--- config.mk ---
export PLATFORM = sky130hd
export DESIGN_NAME = rx_ddr_capture
export DESIGN_NICKNAME = d
export VERILOG_FILES = /design/src/rtl/rxcap_pkg.sv /design/src/rtl/rxcap_ddr_sampler.sv /design/src/rtl/rxcap_fmt_lock.sv /design/src/rtl/rxcap_byte_dec.sv /design/src/rtl/rxcap_code_asm.sv /design/src/rtl/rx_ddr_capture.sv
export SDC_FILE = /design/constraint.sdc
export NUM_CORES = 1
export LEC_CHECK = 0
export BUFFER_PORTS_ARGS = -buffer_cell sky130_fd_sc_hd__buf_2
export CORE_UTILIZATION = 25
export CTS_CLUSTER_SIZE = 16
export DETAILED_ROUTE_END_ITERATION = 16
export MAX_ROUTING_LAYER = met4
export PLACE_DENSITY = 0.52
export SETUP_SLACK_MARGIN = 0.4
export SLEW_MARGIN = 15
export SYNTH_ARGS = -nofsm -noshare
export SYNTH_HDL_FRONTEND = slang
export SYNTH_HIERARCHICAL = 1
export SYNTH_SLANG_ARGS = --single-unit
--- constraint.sdc ---
create_clock -name clk -period 1.26 [get_ports clk]
set_clock_uncertainty 0.05 [all_clocks]
set_input_delay 0 -clock clk [delete_from_list [all_inputs] [get_ports clk]]
set_output_delay 0 -clock clk [all_outputs]
set_load 0.005 [all_outputs]
--- src/rtl/rxcap_pkg.sv ---
package rxcap_pkg;
  localparam int unsigned NIB_W_DEF = 4;

  typedef enum logic {
    FMT_BYTE = 1'b0,
    FMT_CODE = 1'b1
  } fmt_e;
endpackage

--- src/rtl/rxcap_ddr_sampler.sv ---
module rxcap_ddr_sampler #(
  parameter int unsigned NIB_W = rxcap_pkg::NIB_W_DEF
) (
  input  logic             clk,
  input  logic             rst,
  input  logic [NIB_W-1:0] nib_i,
  input  logic             ctl_i,
  output logic [NIB_W-1:0] rise_d_o,
  output logic             rise_c_o,
  output logic [NIB_W-1:0] fall_d_o,
  output logic             fall_c_o
);
  localparam int unsigned LANES = NIB_W + 1;

  logic [LANES-1:0] lane_in;
  logic [LANES-1:0] rise_w;
  logic [LANES-1:0] fall_w;

  assign lane_in = {ctl_i, nib_i};

  // one rising and one falling capture flop per line
  for (genvar g = 0; g < LANES; g++) begin : g_lane
    logic r_q;
    logic f_q;

    always_ff @(posedge clk) begin
      if (rst) r_q <= 1'b0;
      else     r_q <= lane_in[g];
    end

    always_ff @(negedge clk) begin
      if (rst) f_q <= 1'b0;
      else     f_q <= lane_in[g];
    end

    assign rise_w[g] = r_q;
    assign fall_w[g] = f_q;
  end

  assign rise_d_o = rise_w[NIB_W-1:0];
  assign rise_c_o = rise_w[NIB_W];
  assign fall_d_o = fall_w[NIB_W-1:0];
  assign fall_c_o = fall_w[NIB_W];
endmodule

--- src/rtl/rxcap_fmt_lock.sv ---
module rxcap_fmt_lock (
  input  logic              clk,
  input  logic              rst,
  input  logic              tbi_sel_i,
  input  logic              slow_sel_i,
  input  logic              dv_sample_i,
  output rxcap_pkg::fmt_e   fmt_o,
  output logic              slow_o
);
  import rxcap_pkg::*;

  fmt_e fmt_q;
  logic slow_q;
  logic in_frame;

  // a byte-format pair with data-valid high holds the current setting
  assign in_frame = (fmt_q == FMT_BYTE) && dv_sample_i;

  always_ff @(posedge clk) begin
    if (rst) begin
      fmt_q  <= FMT_BYTE;
      slow_q <= 1'b0;
    end else if (!in_frame) begin
      fmt_q  <= fmt_e'(tbi_sel_i);
      slow_q <= slow_sel_i;
    end
  end

  assign fmt_o  = fmt_q;
  assign slow_o = slow_q;


  frame_hold_chk: assert property (@(posedge clk) disable iff (rst)
    ((fmt_q == FMT_BYTE) && dv_sample_i) |=> ($stable(fmt_q) && $stable(slow_q)));
endmodule

--- src/rtl/rxcap_byte_dec.sv ---
module rxcap_byte_dec #(
  parameter int unsigned NIB_W = rxcap_pkg::NIB_W_DEF,
  localparam int unsigned BYTE_W = 2 * NIB_W
) (
  input  logic              clk,
  input  logic              rst,
  input  logic              en_i,
  input  logic              slow_i,
  input  logic [NIB_W-1:0]  rise_d_i,
  input  logic              rise_c_i,
  input  logic [NIB_W-1:0]  fall_d_i,
  input  logic              fall_c_i,
  output logic [BYTE_W-1:0] byte_o,
  output logic              valid_o,
  output logic              err_o,
  output logic              carrier_o
);
  logic             dv;
  logic             er_line;
  logic             half_q;
  logic [NIB_W-1:0] lo_q;
  logic             erracc_q;

  assign dv      = rise_c_i;
  assign er_line = rise_c_i ^ fall_c_i;

  always_ff @(posedge clk) begin
    if (rst || !en_i) begin
      byte_o    <= '0;
      valid_o   <= 1'b0;
      err_o     <= 1'b0;
      carrier_o <= 1'b0;
      half_q    <= 1'b0;
      lo_q      <= '0;
      erracc_q  <= 1'b0;
    end else begin
      byte_o    <= '0;
      valid_o   <= 1'b0;
      err_o     <= 1'b0;
      carrier_o <= 1'b0;
      if (!dv) begin
        // outside a frame: drop any pending nibble, report carrier/idle
        half_q    <= 1'b0;
        carrier_o <= er_line;
      end else if (!slow_i) begin
        half_q  <= 1'b0;
        valid_o <= 1'b1;
        byte_o  <= {fall_d_i, rise_d_i};
        err_o   <= er_line;
      end else if (!half_q) begin
        half_q   <= 1'b1;
        lo_q     <= rise_d_i;
        erracc_q <= er_line;
      end else begin
        half_q  <= 1'b0;
        valid_o <= 1'b1;
        byte_o  <= {rise_d_i, lo_q};
        err_o   <= er_line | erracc_q;
      end
    end
  end


  err_needs_valid_chk: assert property (@(posedge clk) disable iff (rst)
    err_o |-> valid_o);


  carrier_no_data_chk: assert property (@(posedge clk) disable iff (rst)
    carrier_o |-> (!valid_o && (byte_o == '0)));


  slow_strobe_gap_chk: assert property (@(posedge clk) disable iff (rst)
    (slow_i && valid_o) |=> !valid_o);
endmodule

--- src/rtl/rxcap_code_asm.sv ---
module rxcap_code_asm #(
  parameter int unsigned NIB_W = rxcap_pkg::NIB_W_DEF,
  localparam int unsigned CODE_W = 2 * NIB_W + 2
) (
  input  logic              clk,
  input  logic              rst,
  input  logic              en_i,
  input  logic [NIB_W-1:0]  rise_d_i,
  input  logic              rise_c_i,
  input  logic [NIB_W-1:0]  fall_d_i,
  input  logic              fall_c_i,
  output logic [CODE_W-1:0] code_o,
  output logic              valid_o
);
  always_ff @(posedge clk) begin
    if (rst || !en_i) begin
      code_o  <= '0;
      valid_o <= 1'b0;
    end else begin
      code_o  <= {fall_c_i, fall_d_i, rise_c_i, rise_d_i};
      valid_o <= 1'b1;
    end
  end
endmodule

--- src/rtl/rx_ddr_capture.sv ---
module rx_ddr_capture #(
  parameter int unsigned NIB_W = rxcap_pkg::NIB_W_DEF,
  localparam int unsigned BYTE_W = 2 * NIB_W,
  localparam int unsigned CODE_W = 2 * NIB_W + 2
) (
  input  logic              clk,
  input  logic              rst,
  input  logic              tbi_sel_i,
  input  logic              slow_sel_i,
  input  logic [NIB_W-1:0]  rx_nib_i,
  input  logic              rx_ctl_i,
  output logic [BYTE_W-1:0] byte_o,
  output logic              byte_valid_o,
  output logic              byte_err_o,
  output logic              carrier_o,
  output logic [CODE_W-1:0] code_o,
  output logic              code_valid_o
);
  import rxcap_pkg::*;

  logic [NIB_W-1:0] rise_d;
  logic             rise_c;
  logic [NIB_W-1:0] fall_d;
  logic             fall_c;
  fmt_e             fmt;
  logic             slow;

  rxcap_ddr_sampler #(.NIB_W(NIB_W)) u_sampler (
    .clk      (clk),
    .rst      (rst),
    .nib_i    (rx_nib_i),
    .ctl_i    (rx_ctl_i),
    .rise_d_o (rise_d),
    .rise_c_o (rise_c),
    .fall_d_o (fall_d),
    .fall_c_o (fall_c)
  );

  rxcap_fmt_lock u_lock (
    .clk         (clk),
    .rst         (rst),
    .tbi_sel_i   (tbi_sel_i),
    .slow_sel_i  (slow_sel_i),
    .dv_sample_i (rise_c),
    .fmt_o       (fmt),
    .slow_o      (slow)
  );

  rxcap_byte_dec #(.NIB_W(NIB_W)) u_byte (
    .clk       (clk),
    .rst       (rst),
    .en_i      (fmt == FMT_BYTE),
    .slow_i    (slow),
    .rise_d_i  (rise_d),
    .rise_c_i  (rise_c),
    .fall_d_i  (fall_d),
    .fall_c_i  (fall_c),
    .byte_o    (byte_o),
    .valid_o   (byte_valid_o),
    .err_o     (byte_err_o),
    .carrier_o (carrier_o)
  );

  rxcap_code_asm #(.NIB_W(NIB_W)) u_code (
    .clk      (clk),
    .rst      (rst),
    .en_i     (fmt == FMT_CODE),
    .rise_d_i (rise_d),
    .rise_c_i (rise_c),
    .fall_d_i (fall_d),
    .fall_c_i (fall_c),
    .code_o   (code_o),
    .valid_o  (code_valid_o)
  );


  reset_quiet_chk: assert property (@(posedge clk)
    rst |=> (!byte_valid_o && !byte_err_o && !carrier_o && !code_valid_o));


  stream_exclusive_chk: assert property (@(posedge clk) disable iff (rst)
    code_valid_o |-> (!byte_valid_o && !carrier_o));
endmodule

==> summary.md <==
| Metric | Value |
|---|---|
| Final setup violation count | `11` |
| I/O Pins | `31` |
| Clock-pin slew on the worst setup and hold paths | `80 ps` |
| Final WS setup | `-158 ps` |
| Post-synth top flop | `dfxtp_1` |
| N_diodes | `0` |
| LEAKAGE | `0.000893 µW` |
| FF+latch count, synth | `40` |
| Finished Cell Area | `1980 µm²` |
| Switching share of power | `25.1%` |
| Worst Setup End Kind | `flip-flop` |
| Layout cell share with drive strength beyond 1 | `46.2%` |
| EDFF count, synth | `0` |
| Clock Path Buffers | `2` |
| Min Hold Slack | `230 ps` |
| Syn-to-layout area delta | `38.7%` |
| Worst hold path type | `primary input to flip-flop` |
| Cell taking the most area after synthesis | `dfxtp_1` |
| Required @ worst endpoint | `1400 ps` |
| Detailed-route via count | `1,003` |
| Status | `finished, violations left` |
| Clock latency at the later pin of the worst-skew pair | `350 ps` |
| Post-Place Cell Area | `1650 µm²` |
| Slew @ Worst Pin | `202 ps` |
| Worst IR Drop VDD | `0.000388 V` |
| R2r endpoint | `u_byte/erracc_q` |
| R2R Path Start | `u_sampler/fall_c_o` |
| Chip width | `77.6 µm` |
| Crit path to | `u_byte/erracc_q` |
| CTS tree | `built` |
| Antenna Violating Nets Remaining | `0` |
| DRC | `0` |
| RSZ-0062 raised after global routing | `true` |
| Final Routed Wirelength | `3.06 mm` |
| Htree depth | `2` |
| First drt pass iteration count | `4` |
| CP Max Fanout | `4` |
| Reg power frac | `54.1%` |
| Pwr dens | `1240 nW/µm²` |
| Synth warn | `6` |
| Synth Cell Area | `1430 µm²` |
| GR Util All Layers | `11.6%` |
| First-pass GRT wire length | `5.09 mm` |
| Die area | `6030 µm²` |
| Final slew viol count | `0` |
| FFs w/ async S/R, synth | `0%` |
| Vias in the first global route | `1,065` |
| Hold Vio Cnt, Final | `0` |
| Die height | `77.6 µm` |
| DR vias/cell | `4.16` |
| Root Driver | `clkbuf_8` |
| Register area share after synthesis | `56.0%` |
| Reg2reg setup slack | `-160 ps` |
| Int Pwr | `1840 µW` |
| Fill cells | `557` |
| Cell count after synthesis | `125` |
| Critical Path Start | `u_sampler/fall_c_o` |
| CTS Buf Count | `5` |
| Largest net degree at the start of global routing | `21` |
| Reg2Reg Depth | `2` |
| Psw | `615 µW` |
| Initial DRC count | `82` |
| CTS sink cnt | `40` |
| Std-Cell Rows | `27` |
| Max_slew headroom | `86.5%` |
| WP data arrival | `1560 ps` |
| Critical Path Start Type | `flip-flop` |
| Starting density of the core | `26.0%` |
| Port buffer count | `30` |
| Avg Synthesized Cell Area | `11.4 µm²` |
| Hpwl dp | `1.95 mm` |
| Drt wl/cell | `12.7 µm` |
| Clock Power Share | `36.8%` |
| Synth cell types | `25` |
| Final nets | `177` |
| Layout Cells excl Fill | `241` |
| Antenna violations before repair | `0` |
| Top cell type's share of synthesized area | `56.0%` |
| Synth cell count leaders | `dfxtp_1 (40), and3b_1 (11), buf_4 (10), nand2b_1 (9)` |
| Most common cell in the netlist | `dfxtp_1` |
| Combinational Power Share | `9.1%` |
| Core area | `5510 µm²` |
| Total gr overflow | `0` |
| Routability congestion estimate | `0.711` |
| Failing checks | `negative setup slack` |
| Max-Cap Viols | `0` |
| Top cells by area, synth | `dfxtp_1 (56%), and3b_1 (6.7%), buf_4 (5.2%)` |
| Setup CP Type | `flip-flop to flip-flop` |
| Synthesized net count | `134` |
| Dpl cells | `218` |
[critical path: stages (launching register included)]
cell and delay [ps]:
dfxtp_4 350, nand4b_1 100, o211a_1 130
[placed cells by master (no fill, tap or decap), drive strengths merged, types with 2 or more instances in the layout]
cell and instances:
inv 6, and3b 12, nand2b 9, nand3b 10
nand3 8, clkinv 2, nor2b 8, dlygate4sd3 7
dfxtp 40, clkbuf 5, mux2i 4, a21oi 8
buf 39
[through the flow]
stage	worst slack, ps	setup TNS [ps]	utilization, %	power [µW]
finish	-158	-575	36.0	2460
global route	-223	-1040	36.0	2560
CTS	-166	-551	35.5	2460
detailed placement	-133	-217	30.0	1540
global placement	-71.0	-107	30.0	1540
floorplan	-81.6	-485	-	1500
[routing by layer]
layer  GRT usage [%]  share of wire [%]  vias up
li1                -                  -      503
met1            11.7                 41      470
met2            20.0                 52       24
met3            3.53                4.3        6
met4            6.23                2.4        0
met5               -                  0        -
[worst min path at each step]
stage,startpoint,end,slack [ps],cells past startpoint
6_report,rst,u_lock/fmt_o,230,4
2_1_floorplan,rst,u_lock/fmt_o,10,1
3_3_place_gp,rx_nib_i[1],u_sampler/g_lane[1].r_q,190,2
5_1_grt,rst,u_lock/fmt_o,250,4
3_5_place_dp,rx_nib_i[1],u_sampler/g_lane[1].r_q,190,2
4_1_cts,rst,u_lock/fmt_o,220,4
[registers in the layout (all words and copies together) (netlist names)]
register	cells
u_sampler/fall_c_o	1
u_lock/fmt_o	1
u_code/code_o	10
u_sampler/g_lane.f_q	4
u_byte/erracc_q	1
u_lock/slow_o	1
u_sampler/rise_c_o	1
u_byte/byte_o	8
u_byte/carrier_o	1
u_code/valid_o	1
u_byte/err_o	1
u_sampler/g_lane.r_q	4
u_byte/lo_q	4
u_byte/valid_o	1
u_byte/half_q	1
[area by class of cell]
cell class                      count  area (µm²)  share of cell area, %
Inverter                            1        11.3                  0.568
Clock inverter                      8        40.0                   2.02
Clock buffer                        5        68.8                   3.47
Sequential cell                    40         818                   41.3
Timing Repair Buffer               46         360                   18.2
Multi-Input combinational cell     69         594                   30.0
Tap cell                           72        90.1                   4.54
[timing repair]
action / 4_1_cts / 5_1_grt
cloned: 2 / 0
setup buffers: 1 / 1
pin swaps: 5 / 2
hold buffers: 7 / 0
gates resized for setup: 22 / 6
endpoints found under the setup margin: 23 / 26
hold endpoints to repair: 7 / 0
[power groups by stage]
stage	sequential, µW	clock [µW]	combinational (µW)
after global routing	1330	992	240
final	1330	904	223
after CTS	1330	920	212
after detailed placement	1350	29.6	158
after global placement	1350	29.6	156
after floorplan	1340	29.6	124
[cell families (layout without fill, tap and decap cells)]
logic type	Yosys count	after routing	synth area share, %
flops	40	40	56.0
buf+inv	17	60	8.84
mux	4	4	2.80
simple gates	53	54	27.6
compound gates	11	11	4.72
(Power assumes the default switching activity.)
